--- config.mk ---
export PLATFORM = sky130hd
export DESIGN_NAME = burst_col_gen
export DESIGN_NICKNAME = d
export VERILOG_FILES = /design/src/rtl/burst_col_pkg.sv /design/src/rtl/burst_mode_dec.sv /design/src/rtl/burst_seq_ctrl.sv /design/src/rtl/burst_addr_map.sv /design/src/rtl/burst_col_gen.sv
export SDC_FILE = /design/constraint.sdc
export NUM_CORES = 1
export LEC_CHECK = 0
export BUFFER_PORTS_ARGS = -buffer_cell sky130_fd_sc_hd__buf_2
export CORE_UTILIZATION = 50
export CTS_CLUSTER_SIZE = 28
export DETAILED_ROUTE_END_ITERATION = 10
export HOLD_SLACK_MARGIN = 0.06
export PLACE_DENSITY_LB_ADDON = 0.25
export SYNTH_ARGS = -nofsm -noshare
export SYNTH_HDL_FRONTEND = slang
export SYNTH_SLANG_ARGS = --single-unit
export TNS_END_PERCENT = 30
--- constraint.sdc ---
create_clock -name clk -period 2.2 [get_ports clk]
set_input_delay 0.11 -clock clk [delete_from_list [all_inputs] [get_ports clk]]
set_output_delay 0.11 -clock clk [all_outputs]
set_load 0.02 [all_outputs]
--- src/rtl/burst_col_pkg.sv ---
package burst_col_pkg;

  typedef enum logic [2:0] {
    LEN_1    = 3'd0,
    LEN_2    = 3'd1,
    LEN_4    = 3'd2,
    LEN_8    = 3'd3,
    LEN_PAGE = 3'd7
  } len_code_e;

  // Number of low column bits that take part in wrapping for a fixed length.
  function automatic int unsigned len_log2(input logic [2:0] code);
    case (code)
      LEN_2:   len_log2 = 1;
      LEN_4:   len_log2 = 2;
      LEN_8:   len_log2 = 3;
      default: len_log2 = 0;
    endcase
  endfunction

  function automatic logic code_is_fixed(input logic [2:0] code);
    code_is_fixed = (code == LEN_1) || (code == LEN_2) ||
                    (code == LEN_4) || (code == LEN_8);
  endfunction

endpackage

--- src/rtl/burst_mode_dec.sv ---
module burst_mode_dec
  import burst_col_pkg::*;
#(
  parameter int COL_W = 8
) (
  input  logic [2:0]       len_code,
  input  logic             wrap_il,
  output logic             legal,
  output logic             full,
  output logic [COL_W-1:0] wrap_mask
);

  logic        fixed_len;
  int unsigned lg;

  always_comb begin
    fixed_len = code_is_fixed(len_code);
    full      = (len_code == LEN_PAGE);
    legal     = fixed_len || (full && !wrap_il);
    lg        = len_log2(len_code);
  end

  // A page burst wraps over every column bit; a fixed burst over log2(L) bits.
  for (genvar b = 0; b < COL_W; b++) begin : g_mask
    assign wrap_mask[b] = full || (b < lg);
  end

endmodule

--- src/rtl/burst_seq_ctrl.sv ---
module burst_seq_ctrl #(
  parameter int COL_W = 8
) (
  input  logic             clk,
  input  logic             rst_n,
  input  logic             start,
  input  logic [COL_W-1:0] start_col,
  input  logic             legal,
  input  logic             full,
  input  logic [COL_W-1:0] wrap_mask,
  input  logic             wrap_il,
  input  logic             stop,
  input  logic             ready,
  output logic             active,
  output logic             last,
  output logic             err,
  output logic [COL_W-1:0] beat_cnt,
  output logic [COL_W-1:0] base_col,
  output logic [COL_W-1:0] mask_q,
  output logic             il_q
);

  logic full_q;
  logic take;

  assign take = active && ready;
  assign last = active && !full_q && (beat_cnt == mask_q);

  always_ff @(posedge clk or negedge rst_n) begin
    if (!rst_n) begin
      active   <= 1'b0;
      err      <= 1'b0;
      beat_cnt <= '0;
      base_col <= '0;
      mask_q   <= '0;
      il_q     <= 1'b0;
      full_q   <= 1'b0;
    end else if (start) begin
      beat_cnt <= '0;
      if (legal) begin
        active   <= 1'b1;
        err      <= 1'b0;
        base_col <= start_col;
        mask_q   <= wrap_mask;
        il_q     <= wrap_il;
        full_q   <= full;
      end else begin
        active <= 1'b0;
        err    <= 1'b1;
      end
    end else begin
      err <= 1'b0;
      if (stop) begin
        active <= 1'b0;
      end else if (take) begin
        if (last) begin
          active <= 1'b0;
        end else begin
          beat_cnt <= beat_cnt + 1'b1;
        end
      end
    end
  end

endmodule

--- src/rtl/burst_addr_map.sv ---
module burst_addr_map #(
  parameter int COL_W = 8
) (
  input  logic [COL_W-1:0] base_col,
  input  logic [COL_W-1:0] beat_cnt,
  input  logic [COL_W-1:0] wrap_mask,
  input  logic             wrap_il,
  output logic [COL_W-1:0] col
);

  logic [COL_W-1:0] seq_sum;

  assign seq_sum = base_col + beat_cnt;

  // Per bit: outside the wrap field keep the start bit, inside it pick the
  // sequential sum or the interleave XOR.
  for (genvar b = 0; b < COL_W; b++) begin : g_bit
    assign col[b] = !wrap_mask[b] ? base_col[b] :
                    (wrap_il ? (base_col[b] ^ beat_cnt[b]) : seq_sum[b]);
  end

endmodule

--- src/rtl/burst_col_gen.sv ---
module burst_col_gen #(
  parameter int COL_W = 8
) (
  input  logic             clk,
  input  logic             rst_n,
  input  logic             start,
  input  logic [COL_W-1:0] start_col,
  input  logic [2:0]       len_code,
  input  logic             wrap_il,
  input  logic             stop,
  input  logic             out_ready,
  output logic             out_valid,
  output logic [COL_W-1:0] out_col,
  output logic             out_last,
  output logic             cfg_err
);

  logic             legal;
  logic             full;
  logic [COL_W-1:0] wrap_mask;
  logic [COL_W-1:0] beat_cnt;
  logic [COL_W-1:0] base_col;
  logic [COL_W-1:0] mask_q;
  logic             il_q;

  burst_mode_dec #(.COL_W(COL_W)) u_dec (
    .len_code  (len_code),
    .wrap_il   (wrap_il),
    .legal     (legal),
    .full      (full),
    .wrap_mask (wrap_mask)
  );

  burst_seq_ctrl #(.COL_W(COL_W)) u_ctrl (
    .clk       (clk),
    .rst_n     (rst_n),
    .start     (start),
    .start_col (start_col),
    .legal     (legal),
    .full      (full),
    .wrap_mask (wrap_mask),
    .wrap_il   (wrap_il),
    .stop      (stop),
    .ready     (out_ready),
    .active    (out_valid),
    .last      (out_last),
    .err       (cfg_err),
    .beat_cnt  (beat_cnt),
    .base_col  (base_col),
    .mask_q    (mask_q),
    .il_q      (il_q)
  );

  burst_addr_map #(.COL_W(COL_W)) u_map (
    .base_col  (base_col),
    .beat_cnt  (beat_cnt),
    .wrap_mask (mask_q),
    .wrap_il   (il_q),
    .col       (out_col)
  );

endmodule

# Word-level counts from Yosys, hierarchy flattened
# Cells that the tools add are included.
# Widths: inputs -> output; s select.
# word_totals
output_inout_bits	11
inputBits	17
elab_cells	85
ff_bits	28
# classes
muxes	28
n_addsub	2
eq_ne	7
order_cmp	8
reduce_logical	25
n_bitwise	8
# ops
op	count
$mux 8	4
$mux 1	23
$logic_or 1x1->1	12
$lt 3x2->1 const A	4
$add 8x1->8 const B	1
$add 8x8->8	1
$eq 8x8->1	1
$xor 1x1->1	8
$eq 3x2->1 const B	2
$pmux 2 s3	1
$reduce_bool 3->1	2
$logic_and 1x1->1	4
$lt 1x2->1 const A	2
$lt 2x2->1 const A	2
$ne 2x2->1 const B	2
$reduce_and 2->1	2
$eq 3x1->1 const B	1
$eq 3x3->1 const B	1
$logic_not 3->1	1
$reduce_and 3->1	1
$logic_not 1->1	2
$reduce_bool 2->1	1

# Longest topological paths before layout
# Gate-level depths: netlist of run 1.
# logic_depth
word_depth	7
depth_mapped	7
mapped_depth_nobuf	7

# Cells and area by module
# From an unflattened synthesis of run 1, not the netlist that was laid out.
# unflattened
hier_cells	168
hier_area_um2	1771.7
# modules_own_cells
module	area_per_inst_um2	instances	cells_per_inst	seq_area_each_um2
burst_seq_ctrl	1277.5	1	99	700.7
burst_addr_map	407.9	1	56	0.0
burst_mode_dec	86.3	1	13	0.0

# Least setup slack after synthesis of run 1
# OpenSTA, ideal clock, no wires.
# synth_path
kind	flip-flop to output port
from	reg u_ctrl.beat_cnt[1]
to	out out_col[7]
arrival_time_ps	2011
required_time_ps	2090
n_path_buf	0
path_stages_with_launch	7
path_slack_ps	79
cell_sequence	dfrtp_1 > ha_1 > a211oi_1 > o21ai_0 > o21ai_0 > mux2i_1 > xor2_1
# synth_via
elab_chain_len	3
# synth_lines
item	line_no	rtl
start, declared	burst_seq_ctrl.sv:17	output logic [COL_W-1:0] beat_cnt,
start signal, assigned	burst_seq_ctrl.sv:59	beat_cnt <= beat_cnt + 1'b1;
$add 8x8->8	burst_addr_map.sv:13	assign seq_sum = base_col + beat_cnt;
$mux 1	burst_addr_map.sv:19	(wrap_il ? (base_col[b] ^ beat_cnt[b]) : seq_sum[b]);
$mux 1	burst_addr_map.sv:18	assign col[b] = !wrap_mask[b] ? base_col[b] :
end, declared	burst_col_gen.sv:13	output logic [COL_W-1:0] out_col,
# Every way passes these cells.

# Worst setup path after layout of run 1
# layout_path
from	reg u_ctrl.beat_cnt[1]
to	out out_col[6]
# Same word-level chain as after synthesis.

==> run summary, run 1 <==
## Run status
• run status: complete, but fails checks
• violations in the final reports: negative setup slack

## STA
• normalized max-slew margin: 0.6517
• number of hold violations in the final report: 0
• final worst-path cycle share: 1.076
• timing-limited maximum frequency: 422.4 MHz
• transition time at the pin with the least slew margin: 0.5225 ns
• worst clock skew: 0.003325 ns
• final worst-path setup slack: -0.1673 ns
• number of max-slew violations in the final report: 0
• Final setup viols: 3
• unrepaired setup endpoints after global routing: yes
• post-layout min period: 2.367 ns

## Routing
• DRC violation total after the first TritonRoute iteration: 59
• DRC violation count after routing: 0
• number of vias in the routed layout: 1342
• antenna-violating nets left: 0
• first drt pass iteration count: 4
• post-DR vias/cell: 5.835
• final routed wirelength across all metal layers: 3603 µm
• WL/cell: 15.67 µm

## Synthesis
• Compound-Gate Fraction of Synth Area: 0.1755
• synthesis warning total: 0
• simple-gate area share of the yosys netlist: 0.1704
• FFs w/ async S/R, synth: 1.000
• combinational family with the most area after synthesis: compound AO/OA/AOI/OAI gates
• netlist area before placement: 0.001461 mm²
• proportion of synthesized area in mux cells: 0.08990
• net count of the mapped netlist: 180
• area leader, netlist: sky130_fd_sc_hd__dfrtp_1
• post-synthesis xor/xnor area fraction: 0.05993
• ranking of synthesized cells by instance count: sky130_fd_sc_hd__dfrtp_1, sky130_fd_sc_hd__nand2_1, sky130_fd_sc_hd__nor2_1, sky130_fd_sc_hd__o21ai_0, sky130_fd_sc_hd__a21oi_1
• Adder-Cell Fraction of Synth Area: 0.08219
• most frequent cell after synthesis: sky130_fd_sc_hd__dfrtp_1
• #FFs+latches synth: 23
• prevailing post-synth register cell: sky130_fd_sc_hd__dfrtp_1
• number of flops mapped to enable cells by yosys: 0
• Synth top area share: 0.3938
• count of cell types in the netlist: 40
• share of synthesized area occupied by flip-flops and latches: 0.3938
• most area-consuming cells after synthesis: sky130_fd_sc_hd__dfrtp_1, sky130_fd_sc_hd__mux2_2, sky130_fd_sc_hd__ha_1
• average footprint of a synthesized cell: 9.490 µm²
• post-synthesis instance total: 154

## Placed design
• IO Port Bufs: 27
• GP Congestion: 0.8961
• post-DP HPWL: 2402 µm
• pre-CTS setup slack: -0.003045 ns

## Critical path
• endpoint of the worst register-to-register path: u_ctrl.beat_cnt[1]
• Critical Path Max Stage Delay: 0.43 ns
• top cell family by delay on the critical path: compound AO/OA/AOI/OAI gates
• data arrival at the endpoint of the critical path: 2.26 ns
• slowest CP cell: sky130_fd_sc_hd__dfrtp_1
• chain of cells forming the critical path: buf_4 -> fa_2 -> a21o_1 -> a21oi_2 -> o211ai_1 -> nor3b_1 -> o31a_1 -> buf_6
• Setup CP Type: flop to output port
• Critical Path Start: u_ctrl.beat_cnt[1]
• r2r worst-path depth: 8
• critical path startpoint category: flop
• minimum setup slack among reg-to-reg paths: 0.35 ns
• category of the worst setup path capture point: output port
• critical path depth in cells: 8
• maximum fanout along the worst path: 2
• critical path required time: 2.09 ns
• end point of the critical path: out_col[6]
• number of buffer and inverter stages on the critical path: 2
• r2r startpoint: u_ctrl.beat_cnt[1]

## Power
• Reg power frac: 0.484
• leakage power total: 0.8844 nW
• combinational power share: 0.321
• Net Sw Power: 0.0003535 W
• cell internal power dissipation: 0.0006871 W
• share of total power consumed by net switching: 0.3397
• clock group share of total power: 0.195
• Cell Pwr Density: 555.9 mW/mm²
• largest vdd supply drop: 0.0005218 V

## Floorplanning
• total I/O pin count: 28
• chip height: 56.06 µm
• initial cell density of the core: 0.5299
• Horiz. Die Dim: 56.06 µm
• Rows: 19
• full die area: 0.003143 mm²
• area inside the core boundary: 0.002758 mm²

## Clock network
• CTS Sinks: 23
• CTS tree: done
• root buf cell: sky130_fd_sc_hd__clkbuf_4
• CTS Buf Count: 3
• later-pin clock latency in the skew report: 0.32 ns
• deepest clock path buffer count: 2
• clock-pin slew of the registers on the worst-case setup and hold paths: 0.13 ns
• number of H-tree branching levels: 1

## Hold path
• worst min-delay path class: input pin to flop

## Global routing
• number of antenna violations at the first check in global routing: 0
• largest net degree at the start of global routing: 24
• All-Layer GR Usage: 0.2388
• remaining global-route overflow: 0
• wire length of the first global-routing pass: 5851 µm
• number of global-route vias before repair: 1309

## Flow run
• MaxCap Viol Count: 0

## Final layout
• Ant. Diodes: 0
• layout overhead on the synthesized area: 28.08%
• net count reported at finish: 226
• Util after Layout: 0.6788
• fraction of final layout cells with drive strength greater than 1: 0.3166

[kinds of logic (layout without fill, tap and decap cells)]
| group | Yosys count | after routing |
|---|---|---|
| and+or+nand+nor | 51 | 51 |
| AOI/OAI and AO/OA | 39 | 39 |
| DFF | 23 | 23 |
| muxes | 12 | 12 |
| xor gates and xnor gates | 10 | 10 |
| buffers and inverters | 10 | 55 |
| adders and majority gates | 9 | 9 |
[flip-flops by register name, indices dropped and copies added (netlist names)]
signal / flops
u_ctrl.base_col: 8
u_ctrl.beat_cnt: 8
u_ctrl.err: 1
u_ctrl.mask_q: 4
u_ctrl.active: 1
u_ctrl.il_q: 1
[power groups by stage]
stage          clock network (W)  registers, W  logic (W)
2_1_floorplan                  0      0.000500   0.000200
3_3_place_gp                   0      0.000506   0.000282
3_5_place_dp                   0      0.000508   0.000290
4_1_cts                 0.000204      0.000500   0.000319
5_1_grt                 0.000228      0.000512   0.000365
6_report                0.000203      0.000504   0.000334
[worst min path at each step]
stage | to | startpoint | slack, ns | cells past startpoint
final | u_ctrl.mask_q[1] | len_code[1] | 0.09 | 3
after floorplan | u_ctrl.active | rst_n | -0.19 | 0
after global routing | u_ctrl.il_q | wrap_il | 0.08 | 3
after global placement | u_ctrl.base_col[4] | rst_n | 0.11 | 1
after detailed placement | u_ctrl.base_col[4] | rst_n | 0.12 | 1
after CTS | u_ctrl.il_q | wrap_il | 0.08 | 3
[cell type report]
type	instances	area, µm²
timing repair buffer	44	296.5
inverter	7	26.28
fill	225	885.9
multi-input combinational	121	907.1
sequential	23	576.8
clock buffer	4	26.28
tap	31	38.79
[placed cells by master (no fill, tap or decap), drive strengths merged, types with 3 or more instances in the layout]
cell type,count
buf,35
dfrtp,23
nand2,18
nor2,15
o21ai,12
a21oi,10
mux2,9
dlygate4sd3,9
ha,8
inv,7
xnor2,5
xor2,5
o211ai,4
clkbuf,4
or2,3
mux2i,3
[stage by stage]
stage	instance area (µm²)	cells	hold WS, ns	TNS [ns]	power [W]
global route	1872	230	0.08008	-0.8470	0.001105
global placement	1658	214	0.1141	0	0.0007888
CTS	1833	230	0.07844	-0.2407	0.001023
detailed placement	1658	214	0.1166	-0.003045	0.0007978
floorplan	1461	154	-0.1856	0	0.0007006
finish	1872	230	0.09204	-0.3369	0.001041
[worst min-delay path: stages]
cell                      delay (ns)
sky130_fd_sc_hd__buf_2          0.11
sky130_fd_sc_hd__o21ai_0        0.08
sky130_fd_sc_hd__o21ai_0        0.08
[timing repair]
action	4_1_cts	5_1_grt
cloned	0	0
endpoints found under the setup margin	4	4
endpoints found under the hold margin	31	0
pin swaps	8	1
hold buffers	9	0
resized for setup	12	4
buffers inserted	3	0
[per-layer routing]
| layer | vias up | wire length (µm) | global-route usage |
|---|---|---|---|
| li1 | 644 | - | - |
| met1 | 634 | 1391 | 0.2657 |
| met2 | 49 | 1907 | 0.4337 |
| met3 | 15 | 188 | 0.05116 |
| met4 | 0 | 116 | 0.1045 |
| met5 | - | 0 | 0 |
Note: power is estimated with default switching activity, not from simulation.
==> run 2: changes to the inputs <==
--- a/config.mk
+++ b/config.mk
@@ -6,11 +6,14 @@
 export NUM_CORES = 1
 export LEC_CHECK = 0
 export BUFFER_PORTS_ARGS = -buffer_cell sky130_fd_sc_hd__buf_2
-export CORE_UTILIZATION = 50
+export CELL_PAD_IN_SITES_DETAIL_PLACEMENT = 1
+export CELL_PAD_IN_SITES_GLOBAL_PLACEMENT = 1
+export CORE_UTILIZATION = 41
 export CTS_CLUSTER_SIZE = 28
 export DETAILED_ROUTE_END_ITERATION = 10
 export HOLD_SLACK_MARGIN = 0.06
 export PLACE_DENSITY_LB_ADDON = 0.25
+export SKIP_LAST_GASP = 1
 export SYNTH_ARGS = -nofsm -noshare
 export SYNTH_HDL_FRONTEND = slang
 export SYNTH_SLANG_ARGS = --single-unit
==> run 2 against run 1 <==
The flow still finishes with violations (negative setup slack); global-route usage shrank 0.052 points; sequential power hardly changed; cell area decreased by 0.67%; setup slack worse by 0.065 ns; clock power increased by 2%; combinational power grew 1%; total power increased by 0.78%; sequential share of layout area up 0.14 points; critical path depth is the same; flip-flop and latch count is the same; non-clock buffer count increased by 2; critical path type unchanged.
==> run summary, run 2 (synthesized netlist as in run 1, its figures left out) <==
## Critical path
• Critical Path Start: u_ctrl.base_col[0]
• r2r worst-path depth: 7
• endpoint of the worst register-to-register path: u_ctrl.beat_cnt[1]
• Critical Path Max Stage Delay: 0.44 ns
• minimum setup slack among reg-to-reg paths: 0.35 ns
• chain of cells forming the critical path: ha_4 -> fa_2 -> a21o_1 -> a21oi_2 -> o211ai_1 -> nor3b_1 -> o31a_1 -> buf_4
• maximum fanout along the worst path: 2
• critical path required time: 2.09 ns
• slowest CP cell: sky130_fd_sc_hd__dfrtp_1
• critical path startpoint category: flop
• data arrival at the endpoint of the critical path: 2.32 ns
• category of the worst setup path capture point: output port
• Setup CP Type: flop to output port
• r2r startpoint: u_ctrl.beat_cnt[1]

## STA
• setup total negative slack: -0.6862 ns
• worst clock skew: 0.004042 ns
• final worst-path setup slack: -0.2321 ns
• number of hold violations in the final report: 0
• transition time at the pin with the least slew margin: 0.5583 ns
• Final setup viols: 4
• unrepaired setup endpoints after global routing: yes
• Post-Route Hold Slack: 0.1107 ns
• normalized max-slew margin: 0.6278
• timing-limited maximum frequency: 411.2 MHz
• post-layout min period: 2.432 ns
• final worst-path cycle share: 1.106
• number of max-slew violations in the final report: 0

## Hold path
• worst min-delay path class: input pin to flop
• number of stages on the worst hold path: 3
• startpoint of the tightest hold check path: len_code[2]
• Worst Hold Endpoint: u_ctrl.mask_q[6]

## Final layout
• net count reported at finish: 228
• multi-input combinational cell area: 868.3 µm²
• most frequent cells in the layout: sky130_fd_sc_hd__buf_2, sky130_fd_sc_hd__dfrtp_1, sky130_fd_sc_hd__nand2_1, sky130_fd_sc_hd__nor2_1
• count of filler cells inserted in the layout: 426
• layout overhead on the synthesized area: 27.23%
• largest registers ranked by flip-flop count: u_ctrl.base_col x8, u_ctrl.beat_cnt x8, u_ctrl.mask_q x4
• total area of sequential cells: 575.6 µm²
• fraction of final layout cells with drive strength greater than 1: 0.2935
• area of all placed cells without fillers: 0.001859 mm²
• leading cell type in the layout, fill and taps excluded: sky130_fd_sc_hd__buf_2
• Ant. Diodes: 0

## Routing
• DRC violation total after the first TritonRoute iteration: 19
• wire length on met3: 119 µm
• topmost layer with routed signal wires: met4
• WL/cell: 17.28 µm
• met2 wire length: 2365 µm
• first drt pass iteration count: 4
• post-DR vias/cell: 5.510
• antenna-violating nets left: 0
• number of vias in the routed layout: 1361
• DRC violation count after routing: 0
• final routed wirelength across all metal layers: 4267 µm
• routed length on met1: 1668 µm

## Placed design
• GP Congestion: 0.8263
• Placement Cell Area: 0.001677 mm²
• IO Port Bufs: 27
• post-DP HPWL: 2903 µm
• pre-CTS setup slack: -0.07101 ns

## Global routing
• remaining global-route overflow: 0
• number of global-route vias before repair: 1417
• wire length of the first global-routing pass: 6403 µm
• number of antenna violations at the first check in global routing: 0
• All-Layer GR Usage: 0.2383
• largest net degree at the start of global routing: 24

## Clock network
• number of H-tree branching levels: 1
• CTS Buf Count: 3
• root buf cell: sky130_fd_sc_hd__clkbuf_4
• CTS tree: done
• later-pin clock latency in the skew report: 0.32 ns
• deepest clock path buffer count: 2
• CTS Sinks: 23
• clock-pin slew of the registers on the worst-case setup and hold paths: 0.13 ns

## Floorplanning
• full die area: 0.003807 mm²
• Horiz. Die Dim: 61.70 µm
• initial cell density of the core: 0.4345
• total I/O pin count: 28
• area inside the core boundary: 0.003363 mm²
• chip height: 61.70 µm
• Rows: 21

## Run status
• violations in the final reports: negative setup slack
• run status: complete, but fails checks

## Power
• largest vdd supply drop: 0.0002844 V
• leakage power total: 0.8904 nW
• Cell Pwr Density: 564.0 mW/mm²

## Flow run
• MaxCap Viol Count: 0

==> run 2: worst max path at each step <==
stage,to,slack (ns)
finish,out_col[6],-0.23
global route,out_col[6],-0.33
CTS,out_col[6],-0.17
detailed placement,out_col[7],-0.07
global placement,out_col[7],0.08
floorplan,out_col[7],0.08
==> run 2: through the flow <==
step | power, W | instances | util
global route | 0.001101 | 247 | 0.5528
CTS | 0.001032 | 245 | 0.5454
finish | 0.001049 | 247 | 0.5528
global placement | 0.0007932 | 229 | 0.4985
floorplan | 0.0007006 | 154 | -
detailed placement | 0.0008111 | 229 | 0.4985
==> run 2: critical path, delay by kind of cell, from the launching register on <==
family | cells | cell delay [ns]
compound gates | 4 | 0.70
fa+ha+maj | 2 | 0.56
flops | 1 | 0.44
buf+inv | 1 | 0.16
simple gates | 1 | 0.15
==> run 2: metal layers <==
layer	track usage	up-vias
li1	-	649
met1	0.2631	673
met2	0.4424	28
met3	0.04141	11
met4	0.1111	0
met5	0	-
==> run 2: what timing repair did <==
item / in CTS / in global routing
hold endpoints to repair: 32 / 0
hold buffers: 10 / 0
endpoints found under the setup margin: 4 / 5
pin swaps: 6 / 1
buffers inserted: 2 / 2
gates resized for setup: 7 / 1
==> run 2: where the power goes <==
group / switching, W / internal, W / leakage [nW]
logic: 0.000188 / 0.000149 / 0.582
registers: 0.0000432 / 0.000460 / 0.293
clock network: 0.000137 / 0.0000710 / 0.0150
total: 0.000368 / 0.000680 / 0.890
==> run 2: layout make-up <==
class                      instances  area share
clock buffer                       4     0.01413
inverter                           7     0.01413
tap                               46     0.03096
timing repair buffer              46      0.1642
multi-input combinational        121      0.4670
sequential                        23      0.3096
==> run 3: changes to the inputs <==
--- a/config.mk
+++ b/config.mk
@@ -8,6 +8,7 @@
 export BUFFER_PORTS_ARGS = -buffer_cell sky130_fd_sc_hd__buf_2
 export CELL_PAD_IN_SITES_DETAIL_PLACEMENT = 1
 export CELL_PAD_IN_SITES_GLOBAL_PLACEMENT = 1
+export CORE_ASPECT_RATIO = 0.9
 export CORE_UTILIZATION = 41
 export CTS_CLUSTER_SIZE = 28
 export DETAILED_ROUTE_END_ITERATION = 10
==> run 3 against run 2 <==
The run still ends with negative setup slack left; cell area fell by 3.2%; register-to-register slack improved by 0.09 ns; critical path depth did not move; setup slack improved by 0.12 ns; clock-buffer cell count fell by 1; cell count fell by 4.0%; flip-flop and latch count did not move; largest power group unchanged.
==> run summary, run 3 (synthesized netlist as in run 1, its figures left out) <==
## Run status
• run status: complete, but fails checks
• violations in the final reports: negative setup slack

## Global routing
• wire length of the first global-routing pass: 6437 µm
• largest net degree at the start of global routing: 24
• number of global-route vias before repair: 1307
• number of antenna violations at the first check in global routing: 0
• All-Layer GR Usage: 0.2260
• remaining global-route overflow: 0

## Final layout
• Ant. Diodes: 0
• fraction of final layout cells with drive strength greater than 1: 0.3161
• most frequent cells in the layout: sky130_fd_sc_hd__buf_2, sky130_fd_sc_hd__dfrtp_1, sky130_fd_sc_hd__nand2_1, sky130_fd_sc_hd__nor2_1, sky130_fd_sc_hd__buf_4
• area of all placed cells without fillers: 0.001800 mm²
• largest registers ranked by flip-flop count: u_ctrl.base_col x8, u_ctrl.beat_cnt x8, u_ctrl.mask_q x4
• leading cell type in the layout, fill and taps excluded: sky130_fd_sc_hd__buf_2
• Post-Layout Cell Count: 237
• Util after Layout: 0.5330
• net count reported at finish: 220
• layout overhead on the synthesized area: 23.20%

## STA
• transition time at the pin with the least slew margin: 0.5383 ns
• worst clock skew: 0.007420 ns
• Final setup viols: 3
• final worst-path cycle share: 1.049
• number of hold violations in the final report: 0
• number of max-slew violations in the final report: 0
• unrepaired setup endpoints after global routing: yes
• Post-Route Hold Slack: 0.07114 ns
• timing-limited maximum frequency: 433.4 MHz
• post-layout min period: 2.308 ns
• final worst-path setup slack: -0.1076 ns
• normalized max-slew margin: 0.6411
• setup total negative slack: -0.1936 ns

## Critical path
• critical path startpoint category: flop
• Setup CP Type: flop to output port
• r2r startpoint: u_ctrl.mask_q[6]
• top cell family by delay on the critical path: compound AO/OA/AOI/OAI gates
• category of the worst setup path capture point: output port
• critical path depth in cells: 8
• critical path required time: 2.09 ns
• maximum fanout along the worst path: 3
• Critical Path Max Stage Delay: 0.42 ns
• data arrival at the endpoint of the critical path: 2.20 ns
• end point of the critical path: out_col[6]
• minimum setup slack among reg-to-reg paths: 0.44 ns
• Critical Path Start: u_ctrl.base_col[0]
• number of buffer and inverter stages on the critical path: 1
• r2r worst-path depth: 5
• endpoint of the worst register-to-register path: u_ctrl.beat_cnt[1]
• slowest CP cell: sky130_fd_sc_hd__dfrtp_1
• chain of cells forming the critical path: ha_4 -> fa_2 -> a21o_1 -> a21oi_2 -> o211ai_1 -> nor3b_1 -> o31a_1 -> buf_4

## Hold path
• startpoint of the tightest hold check path: start_col[6]
• worst min-delay path class: input pin to flop

## Placed design
• GP Congestion: 0.7574
• IO Port Bufs: 27
• Placement Cell Area: 0.001689 mm²
• placed cells: 229
• post-DP HPWL: 2904 µm

## Clock network
• clock-pin slew of the registers on the worst-case setup and hold paths: 0.09 ns
• CTS Buf Count: 3
• number of H-tree branching levels: 1
• CTS tree: done
• root buf cell: sky130_fd_sc_hd__clkbuf_8
• later-pin clock latency in the skew report: 0.26 ns
• deepest clock path buffer count: 2
• CTS Sinks: 23

## Routing
• first drt pass iteration count: 4
• routed length on met1: 1769 µm
• wire length on met3: 127 µm
• topmost layer with routed signal wires: met4
• number of vias in the routed layout: 1300
• met2 wire length: 1892 µm
• WL/cell: 16.07 µm
• antenna-violating nets left: 0
• DRC violation total after the first TritonRoute iteration: 23
• final routed wirelength across all metal layers: 3808 µm
• DRC violation count after routing: 0
• post-DR vias/cell: 5.485

## Power
• Reg power frac: 0.468
• Net Sw Power: 0.0003564 W
• cell internal power dissipation: 0.0007230 W
• Cell Pwr Density: 599.5 mW/mm²
• leakage power total: 0.8690 nW
• clock group share of total power: 0.242
• largest vdd supply drop: 0.0004474 V
• share of total power consumed by net switching: 0.3302
• combinational power share: 0.290

## Flow run
• MaxCap Viol Count: 0

## Floorplanning
• initial cell density of the core: 0.4326
• full die area: 0.003808 mm²
• total I/O pin count: 28
• chip height: 58.64 µm
• Horiz. Die Dim: 64.93 µm
• area inside the core boundary: 0.003378 mm²
• Rows: 20

run 3: worst reg2reg max path: stages, from the launching register on:
cell,delay (ns)
sky130_fd_sc_hd__dfrtp_1,0.54
sky130_fd_sc_hd__nor4_1,0.34
sky130_fd_sc_hd__nand2_1,0.20
sky130_fd_sc_hd__o21ai_4,0.27
sky130_fd_sc_hd__mux2i_1,0.23
sky130_fd_sc_hd__nor2_1,0.06
run 3: stage by stage:
step	power (W)	setup WS, ns
after floorplan	0.0007006	0.07929
after global placement	0.0007939	0.1127
after detailed placement	0.0008107	0.007466
after CTS	0.001094	-0.09375
after global routing	0.001148	-0.2141
final	0.001079	-0.1076
run 3: per-layer routing:
metal,track usage,up-vias
met5,0,-
met4,0.04444,0
met3,0.05620,2
met2,0.3854,23
met1,0.2918,647
li1,-,628
run 3: worst min path at each step:
| stage | endpoint | slack, ns | depth (start not counted) |
|---|---|---|---|
| 6_report | u_ctrl.base_col[6] | 0.07 | 2 |
| 5_1_grt | u_ctrl.base_col[6] | 0.07 | 2 |
| 4_1_cts | u_ctrl.base_col[6] | 0.06 | 2 |
| 3_5_place_dp | u_ctrl.active | 0.13 | 1 |
| 3_3_place_gp | u_ctrl.active | 0.11 | 1 |
| 2_1_floorplan | u_ctrl.active | -0.19 | 0 |
run 3: area by class of cell:
| class | instances | area, µm² |
|---|---|---|
| Fill cell | 411 | 1578 |
| Inverter | 7 | 26.28 |
| Sequential cell | 23 | 575.6 |
| Timing Repair Buffer | 38 | 229.0 |
| Tap cell | 44 | 55.05 |
| Clock inverter | 1 | 5.005 |
| Clock buffer | 3 | 41.29 |
| Multi-Input combinational cell | 121 | 868.3 |
run 3: repair_timing:
action                                  in CTS  in global routing
hold endpoints to repair                    23                  0
pin swaps                                    5                  0
buffers inserted                             3                  0
hold buffers                                 1                  0
resized for setup                           10                  0
endpoints found under the setup margin       4                  4
run 3: power by group through the flow:
stage          logic, W  registers (W)  clock network (W)
6_report       0.000313       0.000505           0.000262
5_1_grt        0.000349       0.000510           0.000289
4_1_cts        0.000314       0.000505           0.000276
3_5_place_dp   0.000299       0.000512                  0
3_3_place_gp   0.000286       0.000508                  0
2_1_floorplan  0.000200       0.000500                  0
